==> src/rtl/crpr_pkg.sv <==
package crpr_pkg;

   localparam int CRF_W = 4;

   typedef enum logic {
      MODE_BIT   = 1'b0,
      MODE_FIELD = 1'b1
   } crpr_mode_e;

   typedef struct packed {
      logic       sz;
      logic       snz;
      logic       inv;
      logic [1:0] bit_sel;
      crpr_mode_e mode;
   } crpr_ctl_t;

endpackage

==> src/rtl/crpr_cfg_latch.sv <==
module crpr_cfg_latch
   import crpr_pkg::*;
#(
   parameter int MAXVL = 64
) (
   input  logic             clk,
   input  logic             rst_n,
   input  logic             load,
   input  logic [MAXVL-1:0] mask_in,
   input  crpr_ctl_t        ctl_in,
   output logic [MAXVL-1:0] mask_q,
   output crpr_ctl_t        ctl_q
);

   always_ff @(posedge clk or negedge rst_n) begin
      if (!rst_n) begin
         mask_q <= '0;
         ctl_q  <= '0;
      end else if (load) begin
         mask_q <= mask_in;
         ctl_q  <= ctl_in;
      end
   end

endmodule

==> src/rtl/crpr_step_ctrl.sv <==
module crpr_step_ctrl #(
   parameter int MAXVL = 64,
   parameter int VLW   = $clog2(MAXVL + 1),
   parameter int IDXW  = (MAXVL > 1) ? $clog2(MAXVL) : 1
) (
   input  logic            clk,
   input  logic            rst_n,
   input  logic            start,
   input  logic [VLW-1:0]  vl_in,
   output logic            load,
   output logic            busy,
   output logic [IDXW-1:0] idx,
   output logic            last,
   output logic            done
);

   localparam logic [VLW-1:0] VL_CAP = VLW'(MAXVL);

   logic [VLW-1:0] vl_eff;
   logic [VLW-1:0] vl_lim;
   logic [VLW-1:0] idx_next_ext;

   always_comb begin
      vl_eff       = (vl_in > VL_CAP) ? VL_CAP : vl_in;
      load         = start && !busy;
      idx_next_ext = VLW'(idx) + VLW'(1);
      last         = busy && (idx_next_ext == vl_lim);
   end

   always_ff @(posedge clk or negedge rst_n) begin
      if (!rst_n) begin
         busy   <= 1'b0;
         idx    <= '0;
         done   <= 1'b0;
         vl_lim <= '0;
      end else begin
         done <= 1'b0;
         if (!busy) begin
            if (start) begin
               idx    <= '0;
               vl_lim <= vl_eff;
               if (vl_eff == '0) begin
                  done <= 1'b1;
               end else begin
                  busy <= 1'b1;
               end
            end
         end else if (last) begin
            busy <= 1'b0;
            done <= 1'b1;
         end else begin
            idx <= idx + IDXW'(1);
         end
      end
   end

   AST_IDX_STEP: assert property (@(posedge clk) disable iff (!rst_n)
      (busy && $past(busy) && !$past(last)) |-> (idx == $past(idx) + IDXW'(1)));

   AST_IDX_BOUND: assert property (@(posedge clk) disable iff (!rst_n)
      busy |-> (VLW'(idx) < vl_lim));

   AST_DONE_IDLE: assert property (@(posedge clk) disable iff (!rst_n)
      done |-> !busy);

   AST_LAST_ENDS: assert property (@(posedge clk) disable iff (!rst_n)
      last |=> (!busy && done));

endmodule

==> src/rtl/crpr_elem_eval.sv <==
module crpr_elem_eval
   import crpr_pkg::*;
#(
   parameter int MAXVL = 64,
   parameter int IDXW  = (MAXVL > 1) ? $clog2(MAXVL) : 1
) (
   input  logic             clk,
   input  logic             rst_n,
   input  logic             valid,
   input  logic [IDXW-1:0]  idx,
   input  logic [MAXVL-1:0] mask,
   input  crpr_ctl_t        ctl,
   input  logic [CRF_W-1:0] op_res,
   output logic             wr_en,
   output logic [CRF_W-1:0] wr_data
);

   logic             pred_bit;
   logic             active;
   logic             subst;
   logic [CRF_W-1:0] result;
   logic             test_bit;

   always_comb begin
      pred_bit = mask[idx];
      active   = valid && pred_bit;
      subst    = valid && !pred_bit && ctl.sz;
   end

   always_comb begin
      result = '0;
      if (active) begin
         if (ctl.mode == MODE_FIELD) result = op_res;
         else                        result = {{(CRF_W-1){1'b0}}, op_res[0]};
      end else if (subst) begin
         if (ctl.mode == MODE_FIELD) result = {CRF_W{ctl.snz}};
         else                        result = {{(CRF_W-1){1'b0}}, ctl.snz};
      end
   end

   always_comb begin
      test_bit = (ctl.mode == MODE_FIELD) ? result[ctl.bit_sel] : result[0];
      wr_en    = (active || subst) && (test_bit == ctl.inv);
      wr_data  = result;
   end

   AST_NO_WRITE_IDLE: assert property (@(posedge clk) disable iff (!rst_n)
      !valid |-> !wr_en);

   AST_MASKED_DROPPED: assert property (@(posedge clk) disable iff (!rst_n)
      (valid && !mask[idx] && !ctl.sz) |-> !wr_en);

   AST_BIT_MODE_UPPER: assert property (@(posedge clk) disable iff (!rst_n)
      (wr_en && ctl.mode == MODE_BIT) |-> (wr_data[CRF_W-1:1] == '0));

   AST_WRITE_MATCHES_INV: assert property (@(posedge clk) disable iff (!rst_n)
      (wr_en && ctl.mode == MODE_FIELD) |-> (wr_data[ctl.bit_sel] == ctl.inv));

endmodule

==> src/rtl/crpr_elem_seq.sv <==
module crpr_elem_seq
   import crpr_pkg::*;
#(
   parameter int MAXVL   = 64,
   parameter int OUT_REG = 0,
   parameter int VLW     = $clog2(MAXVL + 1),
   parameter int IDXW    = (MAXVL > 1) ? $clog2(MAXVL) : 1
) (
   input  logic             clk,
   input  logic             rst_n,
   input  logic             start,
   input  logic [VLW-1:0]   vl_in,
   input  logic [MAXVL-1:0] mask_in,
   input  logic             sz_in,
   input  logic             snz_in,
   input  logic             inv_in,
   input  logic [1:0]       bit_sel_in,
   input  logic             field_mode_in,
   input  logic [3:0]       op_res,
   output logic             wr_en,
   output logic [3:0]       wr_data,
   output logic [IDXW-1:0]  wr_idx,
   output logic             busy,
   output logic             done
);

   if (MAXVL < 1) begin : g_bad_maxvl
      $error("crpr_elem_seq: MAXVL must be at least 1");
   end
   if (OUT_REG != 0 && OUT_REG != 1) begin : g_bad_outreg
      $error("crpr_elem_seq: OUT_REG must be 0 or 1");
   end
   if (CRF_W != 4) begin : g_bad_crfw
      $error("crpr_elem_seq: condition field width must be 4");
   end

   crpr_ctl_t        ctl_in;
   crpr_ctl_t        ctl_q;
   logic [MAXVL-1:0] mask_q;
   logic             load;
   logic             run;
   logic [IDXW-1:0]  idx;
   logic             last;
   logic             done_c;
   logic             en_c;
   logic [3:0]       data_c;

   always_comb begin
      ctl_in.sz      = sz_in;
      ctl_in.snz     = snz_in;
      ctl_in.inv     = inv_in;
      ctl_in.bit_sel = bit_sel_in;
      ctl_in.mode    = field_mode_in ? MODE_FIELD : MODE_BIT;
   end

   crpr_step_ctrl #(.MAXVL(MAXVL), .VLW(VLW), .IDXW(IDXW)) u_ctrl (
      .clk   (clk),
      .rst_n (rst_n),
      .start (start),
      .vl_in (vl_in),
      .load  (load),
      .busy  (run),
      .idx   (idx),
      .last  (last),
      .done  (done_c)
   );

   crpr_cfg_latch #(.MAXVL(MAXVL)) u_cfg (
      .clk     (clk),
      .rst_n   (rst_n),
      .load    (load),
      .mask_in (mask_in),
      .ctl_in  (ctl_in),
      .mask_q  (mask_q),
      .ctl_q   (ctl_q)
   );

   crpr_elem_eval #(.MAXVL(MAXVL), .IDXW(IDXW)) u_eval (
      .clk     (clk),
      .rst_n   (rst_n),
      .valid   (run),
      .idx     (idx),
      .mask    (mask_q),
      .ctl     (ctl_q),
      .op_res  (op_res),
      .wr_en   (en_c),
      .wr_data (data_c)
   );

   if (OUT_REG == 1) begin : g_out_reg
      always_ff @(posedge clk or negedge rst_n) begin
         if (!rst_n) begin
            wr_en   <= 1'b0;
            wr_data <= '0;
            wr_idx  <= '0;
            busy    <= 1'b0;
            done    <= 1'b0;
         end else begin
            wr_en   <= en_c;
            wr_data <= data_c;
            wr_idx  <= idx;
            busy    <= run;
            done    <= done_c;
         end
      end
   end else begin : g_out_comb
      always_comb begin
         wr_en   = en_c;
         wr_data = data_c;
         wr_idx  = idx;
         busy    = run;
         done    = done_c;
      end
   end

   AST_NO_WRITE_WHEN_IDLE: assert property (@(posedge clk) disable iff (!rst_n)
      !busy |-> !wr_en);

   AST_DONE_SINGLE: assert property (@(posedge clk) disable iff (!rst_n)
      (done && !start) |=> !done);

   AST_LAST_UNUSED_OK: assert property (@(posedge clk) disable iff (!rst_n)
      last |-> run);

endmodule

==> config.mk <==
export PLATFORM = sky130hd
export DESIGN_NAME = crpr_elem_seq
export DESIGN_NICKNAME = d
export VERILOG_FILES = /design/src/rtl/crpr_pkg.sv /design/src/rtl/crpr_cfg_latch.sv /design/src/rtl/crpr_step_ctrl.sv /design/src/rtl/crpr_elem_eval.sv /design/src/rtl/crpr_elem_seq.sv
export SDC_FILE = /design/constraint.sdc
export NUM_CORES = 1
export LEC_CHECK = 0
export BUFFER_PORTS_ARGS = -buffer_cell sky130_fd_sc_hd__buf_2
export CAP_MARGIN = 5
export CORE_AREA = 3 3 101 103
export CTS_CLUSTER_DIAMETER = 60
export DETAILED_ROUTE_END_ITERATION = 10
export DIE_AREA = 0 0 104 106
export PLACE_DENSITY = 0.76
export SLEW_MARGIN = 20
export SYNTH_ARGS = -nofsm -noshare
export SYNTH_HDL_FRONTEND = slang
export SYNTH_SLANG_ARGS = --single-unit
export TNS_END_PERCENT = 20
==> constraint.sdc <==
create_clock -name clk -period 2.89 [get_ports clk]
set_clock_uncertainty 0.05 [all_clocks]
set_input_delay 0.1445 -clock clk [delete_from_list [all_inputs] [get_ports clk]]
set_output_delay 0.1445 -clock clk [all_outputs]
set_load 0.01 [all_outputs]
## Word-level counts from Yosys, hierarchy flattened

Cells that the tools add are included.

- Mux-type cells: 22
- Equality and inequality tests: 3
- Bitwise logic cells: 1
- Add/sub/neg operators: 2
- Magnitude comparators: 3
- Reduce and logical (&&, ||, !) cells: 13

Operator list:

| operator | number |
|---|---|
| 6-bit 2-to-1 mux | 3 |
| 4-bit 2-to-1 mux | 4 |
| 1-bit 2-to-1 mux | 12 |
| 6-bit by 1-bit adder with 7-bit output, second input constant | 1 |
| 7-bit equality test | 1 |
| 7-bit greater-than comparator, second input constant | 1 |
| 7-bit logical NOT | 1 |
| 6-bit by 7-bit < comparator with 1-bit output, second input constant | 1 |
| 7-bit 2-to-1 mux | 1 |
| 6-bit by 1-bit adder with 6-bit output, second input constant | 1 |
| 1-bit binary-select mux with 6-bit select | 1 |
| 1-bit logical AND | 6 |
| 2-bit AND reduction | 2 |
| 2-bit by 3-bit < comparator with 1-bit output, second input constant | 1 |
| 1-bit binary-select mux with 2-bit select | 1 |
| 1-bit logical NOT | 2 |
| 2-bit inequality test, second input constant | 1 |
| 2-bit nonzero test | 1 |
| 1-bit equality test | 1 |
| 1-bit logical OR | 1 |
| 1-bit NOT | 1 |

- Input port bits: 84
- Output and inout port bits: 13
- Bits in registers: 85

## Longest topological paths before layout

Gate-level depths: netlist of the first run.

- Depth after elaboration: 12
- Gate-level depth with buffers: 10

## By module

A second synthesis of the first run with hierarchy kept.

- Cells, all modules: 336
- Area, all modules: 4660.7 sq um

By module, submodules not included:

| module | seq. area each (sq um) | times used | area an instance (sq um) | cells an instance |
|---|---|---|---|---|
| crpr_cfg_latch | 1751.7 | 1 | 2954.1 | 148 |
| crpr_step_ctrl | 375.4 | 1 | 965.9 | 102 |
| crpr_elem_eval | 0.0 | 1 | 740.7 | 86 |

## Least setup slack after synthesis of the first run

No wires, ideal clock.

- Path kind: reg2out
- Start: reg u_ctrl.idx[1]
- End: out wr_data[0]
- Path buffers: 3
- Setup slack: 0.577 ns
- Stages on the path, launching flop included: 10
- Data arrival time: 2.118 ns
- Path through: dfrtp_1 > buf_2 > buf_2 > mux4_1 > and3_1 > nor3_1 > o21ai_0 > a21o_1 > buf_6 > mux2i_1

- Cells in the longest elaborated chain, start to end: 7

RTL lines:

| element | line | source |
|---|---|---|
| start, declared | crpr_step_ctrl.sv:12 | `output logic [IDXW-1:0] idx,` |
| start signal, assigned | crpr_step_ctrl.sv:52 | `idx <= idx + IDXW'(1);` |
| 1-bit binary-select mux with 6-bit select * | crpr_elem_eval.sv:25 | `pred_bit = mask[idx];` |
| 1-bit 2-to-1 mux (implied by the code) * | crpr_elem_eval.sv:25 |  |
| 1-bit logical NOT | crpr_elem_eval.sv:27 | `subst = valid && !pred_bit && ctl.sz;` |
| 1-bit logical AND (2 in series) | crpr_elem_eval.sv:27 |  |
| 4-bit 2-to-1 mux | crpr_elem_eval.sv:35 | `end else if (subst) begin` |
| 4-bit 2-to-1 mux * | crpr_elem_eval.sv:32 | `if (active) begin` |
| end, declared | crpr_elem_seq.sv:21 | `output logic [3:0] wr_data,` |

Mark *: on every way between the ends. The rest lies on a longest branch, timed or not. The select of a mux whose other input is x is not followed.

## Worst setup path after layout of the first run

- Start: reg u_ctrl.idx[0]
- End: out wr_data[3]

Same word-level chain as after synthesis.

==> results of run 1 <==
## routing by layer
| layer | track usage [%] | part of all wire, % | up-vias |
|---|---|---|---|
| met2 | 34.6 | 50 | 116 |
| met1 | 25.5 | 43 | 1791 |
| met3 | 4.37 | 5.3 | 13 |
| li1 | - | - | 1850 |
| met5 | 0 | 0 | - |
| met4 | 5.98 | 1.3 | 0 |
## cell families after synthesis
family | after synthesis
adders and majority gates | 1
muxes | 32
AOI/OAI and AO/OA | 24
xor gates and xnor gates | 11
buffers and inverters | 34
and+or+nand+nor | 281
DFF | 85
## layout by cell type (no fill, tap or decap), types with 2 or more instances in the layout
cell type / synthesis / layout
mux2i_1: 16 / 16
nand3_1: 9 / 9
inv_6: 0 / 2
buf_2: 4 / 96
o211ai_1: 2 / 2
mux4_2: 8 / 8
nand2b_1: 2 / 2
mux4_1: 7 / 7
a31oi_1: 2 / 2
or3_1: 2 / 2
buf_4: 2 / 7
xnor2_1: 9 / 9
nand4_1: 2 / 2
xor2_1: 2 / 2
clkbuf_8: 0 / 9
nand2_1: 241 / 240
clkinv_2: 0 / 2
a22oi_1: 2 / 2
a21oi_1: 6 / 6
nor2_1: 6 / 6
inv_1: 4 / 4
dlygate4sd3_1: 0 / 75
o21ai_0: 4 / 3
dfrtp_1: 85 / 85
nor3_1: 6 / 6
buf_6: 3 / 3
nand3b_1: 7 / 7
## power breakdown
group	switching, uW	internal [uW]
Clock	451	404
Combinational	1130	1160
Sequential	430	1740
Total	2010	3300
## state kept, by name, summed over array words and instances (netlist names)
name / flops
u_ctrl.done: 1
u_ctrl.busy: 1
u_cfg.mask_q: 64
u_ctrl.idx: 6
u_cfg.ctl_q: 6
u_ctrl.vl_lim: 7
## cell type report
type,count,area [um^2],area share (%)
Sequential cell,85,2130,36.7
Inverter,4,15.0,0.259
Timing Repair Buffer,182,1340,23.1
Tap cell,129,161,2.79
Clock buffer,9,124,2.14
Clock inverter,7,73.8,1.28
Multi-Input combinational cell,349,1950,33.7
## worst register-to-register path, stage by stage (launching register included)
cell	delay, ns
dfrtp_1	0.41
buf_6	0.19
ha_1	0.25
nand2_1	0.11
nor2_1	0.12
a22oi_1	0.10
o221a_2	0.29
or3_1	0.48
nor2_1	0.20
a2bb2oi_1	0.19
## worst max-delay path by stage
stage,startpoint,end,cells after the start
2_1_floorplan,u_ctrl.idx[1],wr_data[0],9
3_3_place_gp,u_ctrl.idx[0],wr_data[2],8
3_5_place_dp,u_ctrl.idx[0],wr_data[3],8
4_1_cts,u_ctrl.idx[0],wr_data[3],8
5_1_grt,u_ctrl.idx[0],wr_data[3],8
6_report,u_ctrl.idx[0],wr_data[3],8
## through the flow
stage          power, uW  cells
2_1_floorplan       3790    468
3_3_place_gp        4270    672
3_5_place_dp        4370    672
4_1_cts             5310    763
5_1_grt             5730    765
6_report            5310    765
## repair_timing
action,CTS,global route
hold buffers,75,0
hold endpoints to repair,159,0
setup endpoints to repair,0,5
gates resized for setup,0,4
setup buffers,0,1
==> flow_metrics.env, run 1 <==
export IMPL_pin_count_of_the_biggest_net_entering_global_routing=86
export IMPL_synth_seq_cells=85
export IMPL_yosys_area_top_type_share_pct=50.3
export IMPL_utilization_pct=62.4
export IMPL_whs_path_depth=3
export IMPL_path_delay_family="multiplexers"
export IMPL_final_layout_size_suffix_gt1_share_pct=21.7
export IMPL_worst_path_largest_cell_delay_ns=0.55
export IMPL_hold_class="input pin to flip-flop"
export IMPL_diodes=0
export IMPL_syn_num_nets=553
export IMPL_route_detailed_drc=0
export IMPL_crit_fanout=11
export IMPL_fp_dieArea_mm2=0.0110
export IMPL_gr_usage_all_layers_pct=20.1
export IMPL_synthSimpleGateAreaFrac_pct=26.9
export IMPL_slew_viol_final=0
export IMPL_fin_worst_hold_slack_ns=0.0270
export IMPL_r2r_setup_slack_ns=0.43
export IMPL_global_route_overflow_total=0
export IMPL_synth_mux_area_share_pct=12.7
export IMPL_final_setup_worst_slack_ns=0.0800
export IMPL_setup_viol_count_final=0
export IMPL_dr_total_vias=3770
export IMPL_clock_fmax_ghz=0.356
export IMPL_clk_pin_slew_worst_paths_ns=0.09
export IMPL_reg2reg_to="u_ctrl.idx[0]"
export IMPL_timing_critical_path_slowest_stage_cell="mux4_1"
export IMPL_die_width_um=104
export IMPL_post_synth_cell_area_avg_um2=9.04
export IMPL_detail_route_antenna_nets=0
export IMPL_synth_top_cells_by_count="nand2_1, dfrtp_1, clkbuf_1, mux2i_1"
export IMPL_max_vdd_ir_drop_mv=0.338
export IMPL_area_delta_synth_final_pct=36.9
export IMPL_ctsRootBufferMaster="clkbuf_8"
export IMPL_worstSkewPairLatency_ns=0.35
export IMPL_grt_pass1_vias=3858
export IMPL_max_cap_violations=0
export IMPL_worstRegToRegCells=9
export IMPL_drt_pre_antenna_iters=4
export IMPL_placement_cell_area_mm2=0.00482
export IMPL_yosys_area_share_adder_pct=0.296
export IMPL_timing_critical_path_buf_inv=2
export IMPL_nFillCells=817
export IMPL_synth_edff_count=0
export IMPL_drt_iter0_markers=227
export IMPL_numCtsBuffers=9
export IMPL_synthCells=468
export IMPL_core_rowCount=35
export IMPL_grt_first_pass_wirelength_um=18000
export IMPL_setup_worst_path_start_class="flip-flop"
export IMPL_dp_final_hpwl_um=7220
export IMPL_critical_path_arrival_ns=2.62
export IMPL_max_slew_margin_pct=49.0
export IMPL_final_period_minus_worst_setup_slack_ns=2.81
export IMPL_outcome="finished, final reports clean"
export IMPL_cp_end_kind="output pin"
export IMPL_max_clock_path_buffers=2
export IMPL_ys_seq_area_share_pct=50.3
export IMPL_crit_reg2reg_launch="u_ctrl.idx[0]"
export IMPL_totalWireLength_um=10800
export IMPL_nets=716
export IMPL_synth_cell_types=40
export IMPL_post_synth_top_count_cell="nand2_1"
export IMPL_core_region_area_mm2=0.00928
export IMPL_worst_setup_path_type="flip-flop to output pin"
export IMPL_synth_largest_area_cell="dfrtp_1"
export IMPL_hold_viol=0
export IMPL_whs_endpoint="u_ctrl.vl_lim[6]"
export IMPL_async_flop_share_pct=100
export IMPL_worst_pin_slew_ns=0.765
export IMPL_synth_compound_gate_area_share_pct=3.76
export IMPL_hp_start="vl_in[6]"
export IMPL_finalSetupTns_ns=0
export IMPL_start_util_pct=45.6
export IMPL_die_height_um=106
export IMPL_routed_wire_length_per_instance_um=14.1
export IMPL_final_area_mm2=0.00579
export IMPL_vias_per_cell=4.93
export IMPL_total_of_buffers_placed_on_input_and_output_ports=96
export IMPL_synth_xor_area_share_pct=2.28
export IMPL_number_of_antenna_violations_at_the_first_check_in_global_routing=0
export IMPL_post_synth_instance_area_mm2=0.00423
export IMPL_cp_required_ns=2.70
export IMPL_power_leakage_uw=0.00300
export IMPL_dp_slack_ns=0.415
export IMPL_power_density_mw_per_mm2=918
export IMPL_ctsHtreeMaxLevel=3
export IMPL_synth_top_cells_by_area="dfrtp_1, nand2_1, mux4_1, mux4_2, mux2i_1"
export IMPL_period_share_pct=97.2
export IMPL_top_ff_cell_synth="dfrtp_1"
export IMPL_finalWeightedCongestion=0.833
export IMPL_synth_yosys_warnings=0
export IMPL_chain_of_cells_forming_the_critical_path="buf_6 -> mux4_1 -> and3_1 -> nor3_1 -> o21ai_0 -> a21o_2 -> mux2i_1 -> buf_2"
export IMPL_pin_count=97
export IMPL_clock_sinks=85
export IMPL_synth_top_family_by_area="simple AND/OR/NAND/NOR gates"
export IMPL_tritoncts_clock_tree="built"
No activity file was read; power rests on OpenSTA's default activity.
==> run 2: changes to the inputs <==
--- a/config.mk
+++ b/config.mk
@@ -11,7 +11,8 @@
 export CTS_CLUSTER_DIAMETER = 60
 export DETAILED_ROUTE_END_ITERATION = 10
 export DIE_AREA = 0 0 104 106
-export PLACE_DENSITY = 0.76
+export PLACE_DENSITY = 0.72
+export SETUP_SLACK_MARGIN = 0.5
 export SLEW_MARGIN = 20
 export SYNTH_ARGS = -nofsm -noshare
 export SYNTH_HDL_FRONTEND = slang
==> run 2 against run 1 <==
  * Clock power down 7.8%
  * Global-route usage increased by 0.36 points
  * Sequential power barely moved
  * Non-clock buffer count shrank 1
  * Final cell count down 0.13%
  * Maximum frequency rose by 0.50%
  * Power down 0.19%
  * Critical path depth unchanged
  * Sequential share of layout area increased by 0.26 points
  * Worst setup slack better by 0.014 ns
  * Die area is the same
  * Largest cell class unchanged
==> flow_metrics.env, run 2 (synthesized netlist as in run 1, its figures left out) <==
export IMPL_outcome="finished, final reports clean"
export IMPL_max_slew_margin_pct=49.2
export IMPL_largest_register="u_cfg.mask_q"
export IMPL_cp_end_kind="output pin"
export IMPL_utilization_pct=61.9
export IMPL_final_period_minus_worst_setup_slack_ns=2.80
export IMPL_cp_startpoint="u_ctrl.idx[0]"
export IMPL_gr_usage_all_layers_pct=20.4
export IMPL_tritoncts_clock_tree="built"
export IMPL_dr_total_vias=3797
export IMPL_clk_pin_slew_worst_paths_ns=0.08
export IMPL_drt_iter0_markers=207
export IMPL_worstRegToRegCells=9
export IMPL_clock_sinks=85
export IMPL_hold_viol=0
export IMPL_pin_count=97
export IMPL_die_width_um=104
export IMPL_area_delta_synth_final_pct=35.9
export IMPL_nets=715
export IMPL_whs_path_depth=3
export IMPL_worstSkewPairLatency_ns=0.35
export IMPL_rsz0062_at_grt="true"
export IMPL_power_density_mw_per_mm2=923
export IMPL_r2r_setup_slack_ns=0.45
export IMPL_total_of_buffers_placed_on_input_and_output_ports=96
export IMPL_mostFrequentLayoutCell="nand2_1"
export IMPL_placement_cell_area_mm2=0.00480
export IMPL_layout_cells_most_common_list="nand2_1, buf_2, dfrtp_1"
export IMPL_detail_route_antenna_nets=0
export IMPL_fp_dieArea_mm2=0.0110
export IMPL_grt_first_pass_wirelength_um=18300
export IMPL_die_height_um=106
export IMPL_global_route_overflow_total=0
export IMPL_setup_viol_count_final=0
export IMPL_diodes=0
export IMPL_crit_reg2reg_launch="u_ctrl.idx[0]"
export IMPL_final_area_mm2=0.00575
export IMPL_finalWeightedCongestion=0.841
export IMPL_largest_registers_ranked_by_flip_flop_count="u_cfg.mask_q: 64 flops, u_ctrl.vl_lim: 7 flops"
export IMPL_critical_path_arrival_ns=2.60
export IMPL_ctsHtreeMaxLevel=3
export IMPL_ctsRootBufferMaster="clkbuf_8"
export IMPL_cp_required_ns=2.70
export IMPL_final_setup_worst_slack_ns=0.0938
export IMPL_grt_pass1_vias=3946
export IMPL_finalSetupTns_ns=0
export IMPL_period_share_pct=96.8
export IMPL_drt_pre_antenna_iters=4
export IMPL_setup_worst_path_start_class="flip-flop"
export IMPL_power_leakage_uw=0.00297
export IMPL_pin_count_of_the_biggest_net_entering_global_routing=86
export IMPL_vias_per_cell=4.97
export IMPL_crit_fanout=8
export IMPL_report_power_total_uw=5300
export IMPL_max_cap_violations=0
export IMPL_worst_setup_path_type="flip-flop to output pin"
export IMPL_clock_fmax_ghz=0.358
export IMPL_dp_slack_ns=0.381
export IMPL_worst_pin_slew_ns=0.763
export IMPL_routed_wire_length_per_instance_um=14.1
export IMPL_slew_viol_final=0
export IMPL_max_clock_path_buffers=2
export IMPL_hold_class="input pin to flip-flop"
export IMPL_start_util_pct=45.6
export IMPL_hp_start="vl_in[5]"
export IMPL_numCtsBuffers=9
export IMPL_core_rowCount=35
export IMPL_core_region_area_mm2=0.00928
export IMPL_number_of_antenna_violations_at_the_first_check_in_global_routing=0
export IMPL_max_vdd_ir_drop_mv=0.430
export IMPL_largest_reg_flops=64
export IMPL_dp_final_hpwl_um=7100
export IMPL_totalWireLength_um=10800
export IMPL_route_detailed_drc=0
export IMPL_final_layout_size_suffix_gt1_share_pct=22.7
==> run 2: cell types whose count changed in the layout (fill, tap and decap cells not counted), sizes merged <==
cell	delta
clkbuf	+2
clkinv	-1
dlygate4sd3	-4
bufinv	-1
buf	+3
==> run 2: cell type report <==
type / instances / area, um^2
tap: 129 / 161
clock buffer: 11 / 141
multi-input combinational: 349 / 1950
fill: 804 / 3540
clock inverter: 5 / 42.5
inverter: 4 / 15.0
timing repair buffer: 181 / 1310
sequential: 85 / 2130
==> run 2: worst max-delay path, cell delays in order, from the launching register on <==
cell      delay (ns)
dfrtp_1         0.39
buf_6           0.17
mux4_2          0.49
or4_1           0.40
o211ai_1        0.10
a21oi_1         0.06
a21o_2          0.27
mux2i_2         0.22
buf_2           0.16
==> run 2: through the flow <==
stage,hold WS (ns),std cells
final,0.0191,764
after global routing,0.0147,764
after CTS,0.00466,760
after detailed placement,0.289,672
after global placement,0.285,672
after floorplan,-0.201,468
==> run 2: where the power goes <==
part | internal [uW] | leakage, uW | switching (uW) | total, uW
combinational | 1190 | 0.00182 | 1150 | 2340
clock | 346 | 0.0000905 | 443 | 788
sequential | 1740 | 0.00106 | 439 | 2180
==> run 2: routing by layer <==
metal | up-vias | GRT usage [%] | wire (um)
met5 | - | 0 | 0
li1 | 1847 | - | -
met4 | 0 | 7.60 | 242
met2 | 130 | 34.8 | 5310
met3 | 24 | 4.80 | 750
met1 | 1796 | 25.5 | 4500
==> run 2: what timing repair did <==
| action | in CTS | in global routing |
|---|---|---|
| endpoints found under the setup margin | 9 | 11 |
| hold buffers | 71 | 0 |
| resized for setup | 6 | 2 |
| setup buffers | 1 | 4 |
| endpoints found under the hold margin | 155 | 0 |
| pin swaps | 0 | 2 |
==> run 2: path summary, 6_finish.rpt <==
check | endpoint
min | u_ctrl.vl_lim[5]
max reg2reg | u_ctrl.idx[0]
min reg2reg | u_cfg.mask_q[56]
max in group asynchronous | u_cfg.mask_q[62]
min in group asynchronous | u_cfg.mask_q[7]
max | wr_data[2]
==> run 3: changes to the inputs <==
--- a/config.mk
+++ b/config.mk
@@ -11,7 +11,7 @@
 export CTS_CLUSTER_DIAMETER = 60
 export DETAILED_ROUTE_END_ITERATION = 10
 export DIE_AREA = 0 0 104 106
-export PLACE_DENSITY = 0.72
+export PLACE_DENSITY = 0.67
 export SETUP_SLACK_MARGIN = 0.5
 export SLEW_MARGIN = 20
 export SYNTH_ARGS = -nofsm -noshare
==> run 3 against run 2 <==
  * Clock power increased by 6.7%
  * Global-route usage increased by 0.61 points
  * Combinational power about the same
  * Critical path type unchanged
  * Critical path depth unchanged
==> flow_metrics.env, run 3 (synthesized netlist as in run 1, its figures left out) <==
export IMPL_critical_path_arrival_ns=2.61
export IMPL_core_region_area_mm2=0.00928
export IMPL_worstSkewPairLatency_ns=0.35
export IMPL_path_delay_family="multiplexers"
export IMPL_worst_pin_slew_ns=0.764
export IMPL_numCtsBuffers=9
export IMPL_layout_cells_most_common_list="nand2_1, buf_2, dfrtp_1"
export IMPL_finalSetupTns_ns=0
export IMPL_vias_per_cell=4.99
export IMPL_area_delta_synth_final_pct=37.5
export IMPL_timing_critical_path_slowest_stage_cell="mux4_2"
export IMPL_grt_pass1_vias=4019
export IMPL_clk_pin_slew_worst_paths_ns=0.09
export IMPL_final_layout_size_suffix_gt1_share_pct=22.5
export IMPL_final_period_minus_worst_setup_slack_ns=2.81
export IMPL_crit_reg2reg_launch="u_ctrl.idx[0]"
export IMPL_layoutNonFillerInstCount=764
export IMPL_start_util_pct=45.6
export IMPL_whs_path_depth=3
export IMPL_hold_class="input pin to flip-flop"
export IMPL_cp_end_kind="output pin"
export IMPL_outcome="finished, final reports clean"
export IMPL_nets=715
export IMPL_ctsRootBufferMaster="clkbuf_8"
export IMPL_hold_viol=0
export IMPL_die_height_um=106
export IMPL_die_width_um=104
export IMPL_gr_usage_all_layers_pct=21.1
export IMPL_timing_critical_path_buf_inv=2
export IMPL_pin_count_of_the_biggest_net_entering_global_routing=86
export IMPL_number_of_antenna_violations_at_the_first_check_in_global_routing=0
export IMPL_grt_first_pass_wirelength_um=18700
export IMPL_largest_register="u_cfg.mask_q"
export IMPL_setup_worst_path_start_class="flip-flop"
export IMPL_pin_count=97
export IMPL_worst_path_largest_cell_delay_ns=0.50
export IMPL_max_vdd_ir_drop_mv=0.443
export IMPL_r2r_setup_slack_ns=0.62
export IMPL_diodes=0
export IMPL_drt_pre_antenna_iters=4
export IMPL_detail_route_antenna_nets=0
export IMPL_reg2reg_to="u_ctrl.idx[5]"
export IMPL_place_detailed_instances=672
export IMPL_crit_fanout=8
export IMPL_largest_reg_flops=64
export IMPL_fp_dieArea_mm2=0.0110
export IMPL_route_detailed_drc=0
export IMPL_period_share_pct=97.1
export IMPL_core_rowCount=35
export IMPL_total_of_buffers_placed_on_input_and_output_ports=96
export IMPL_fin_worst_hold_slack_ns=0.0290
export IMPL_power_density_mw_per_mm2=919
export IMPL_worst_setup_path_type="flip-flop to output pin"
export IMPL_slew_viol_final=0
export IMPL_finalWeightedCongestion=0.774
export IMPL_setup_viol_count_final=0
export IMPL_ctsHtreeMaxLevel=3
export IMPL_dr_total_vias=3815
export IMPL_chain_of_cells_forming_the_critical_path="buf_6 -> mux4_2 -> or4_4 -> o211ai_1 -> a21oi_1 -> a21o_2 -> mux2i_1 -> buf_2"
export IMPL_dp_final_hpwl_um=7150
export IMPL_tritoncts_clock_tree="built"
export IMPL_global_route_overflow_total=0
export IMPL_max_slew_margin_pct=49.0
export IMPL_mostFrequentLayoutCell="nand2_1"
export IMPL_hp_start="vl_in[1]"
export IMPL_largest_registers_ranked_by_flip_flop_count="u_cfg.mask_q: 64 flops, u_ctrl.vl_lim: 7 flops"
export IMPL_totalWireLength_um=11000
export IMPL_clock_sinks=85
export IMPL_rsz0062_at_grt="true"
export IMPL_drt_iter0_markers=176
export IMPL_max_cap_violations=0
export IMPL_whs_endpoint="u_ctrl.vl_lim[1]"
export IMPL_cp_startpoint="u_ctrl.idx[0]"
export IMPL_cp_required_ns=2.70
export IMPL_routed_wire_length_per_instance_um=14.5
export IMPL_max_clock_path_buffers=2
export IMPL_worstRegToRegCells=9
export IMPL_clock_fmax_ghz=0.356
export IMPL_power_leakage_uw=0.00300
run 3: changes by cell type in the layout (fill, tap and decap cells not counted), moves of 2 or more:
| cell | change |
|---|---|
| mux4_2 | -2 |
| clkinv_2 | +2 |
| mux4_1 | +2 |
| nor2_2 | +2 |
| dlygate4sd3_1 | +4 |
| buf_4 | -6 |
| buf_12 | +2 |
| nor2_1 | -2 |
run 3: worst max path at each step:
| stage | end | slack (ns) | depth (start not counted) |
|---|---|---|---|
| detailed placement | wr_en | 0.40 | 8 |
| CTS | wr_en | 0.1 | 8 |
| finish | wr_data[3] | 0.08 | 8 |
| global route | wr_en | -0.02 | 8 |
| global placement | wr_en | 0.50 | 8 |
| floorplan | wr_data[0] | 0.58 | 9 |
run 3: repair_timing:
item / 4_1_cts / 5_1_grt
hold buffers: 75 / 0
cloned: 0 / 0
endpoints found under the setup margin: 6 / 12
resized for setup: 3 / 7
setup buffers: 1 / 0
hold endpoints to repair: 159 / 0
run 3: through the flow:
step	utilization (%)	worst slack, ns	cell area, um^2	power (uW)
after floorplan	-	0.577	4230	3790
after global placement	52.0	0.496	4830	4300
after detailed placement	52.0	0.401	4830	4380
after CTS	62.4	0.0953	5790	5350
after global routing	62.6	-0.0178	5810	5780
final	62.6	0.0844	5810	5350
run 3: power breakdown:
| part | internal (uW) | switching [uW] |
|---|---|---|
| clock network | 404 | 437 |
| registers | 1740 | 448 |
| logic | 1180 | 1130 |
| total | 3330 | 2020 |
run 3: worst reg2reg max path, stage by stage (launching register included):
cell	delay, ns
dfrtp_1	0.39
buf_6	0.16
ha_2	0.23
nand2_1	0.11
nor2_2	0.12
a22oi_1	0.09
o221a_2	0.29
or3_4	0.43
nand3_1	0.12
mux2i_1	0.21
run 3: routing by layer:
metal / global-route usage, % / vias up / wire length, um
li1: - / 1851 / -
met1: 27.2 / 1840 / 5030
met2: 35.8 / 109 / 5390
met3: 4.43 / 15 / 460
met4: 6.36 / 0 / 166
met5: 0 / - / 0
run 3: cell type report:
class | instances | area [um^2]
multi-input combinational | 349 | 1970
clock inverter | 7 | 73.8
inverter | 4 | 15.0
tap | 129 | 161
fill | 824 | 3470
sequential | 85 | 2130
clock buffer | 9 | 124
timing repair buffer | 181 | 1350
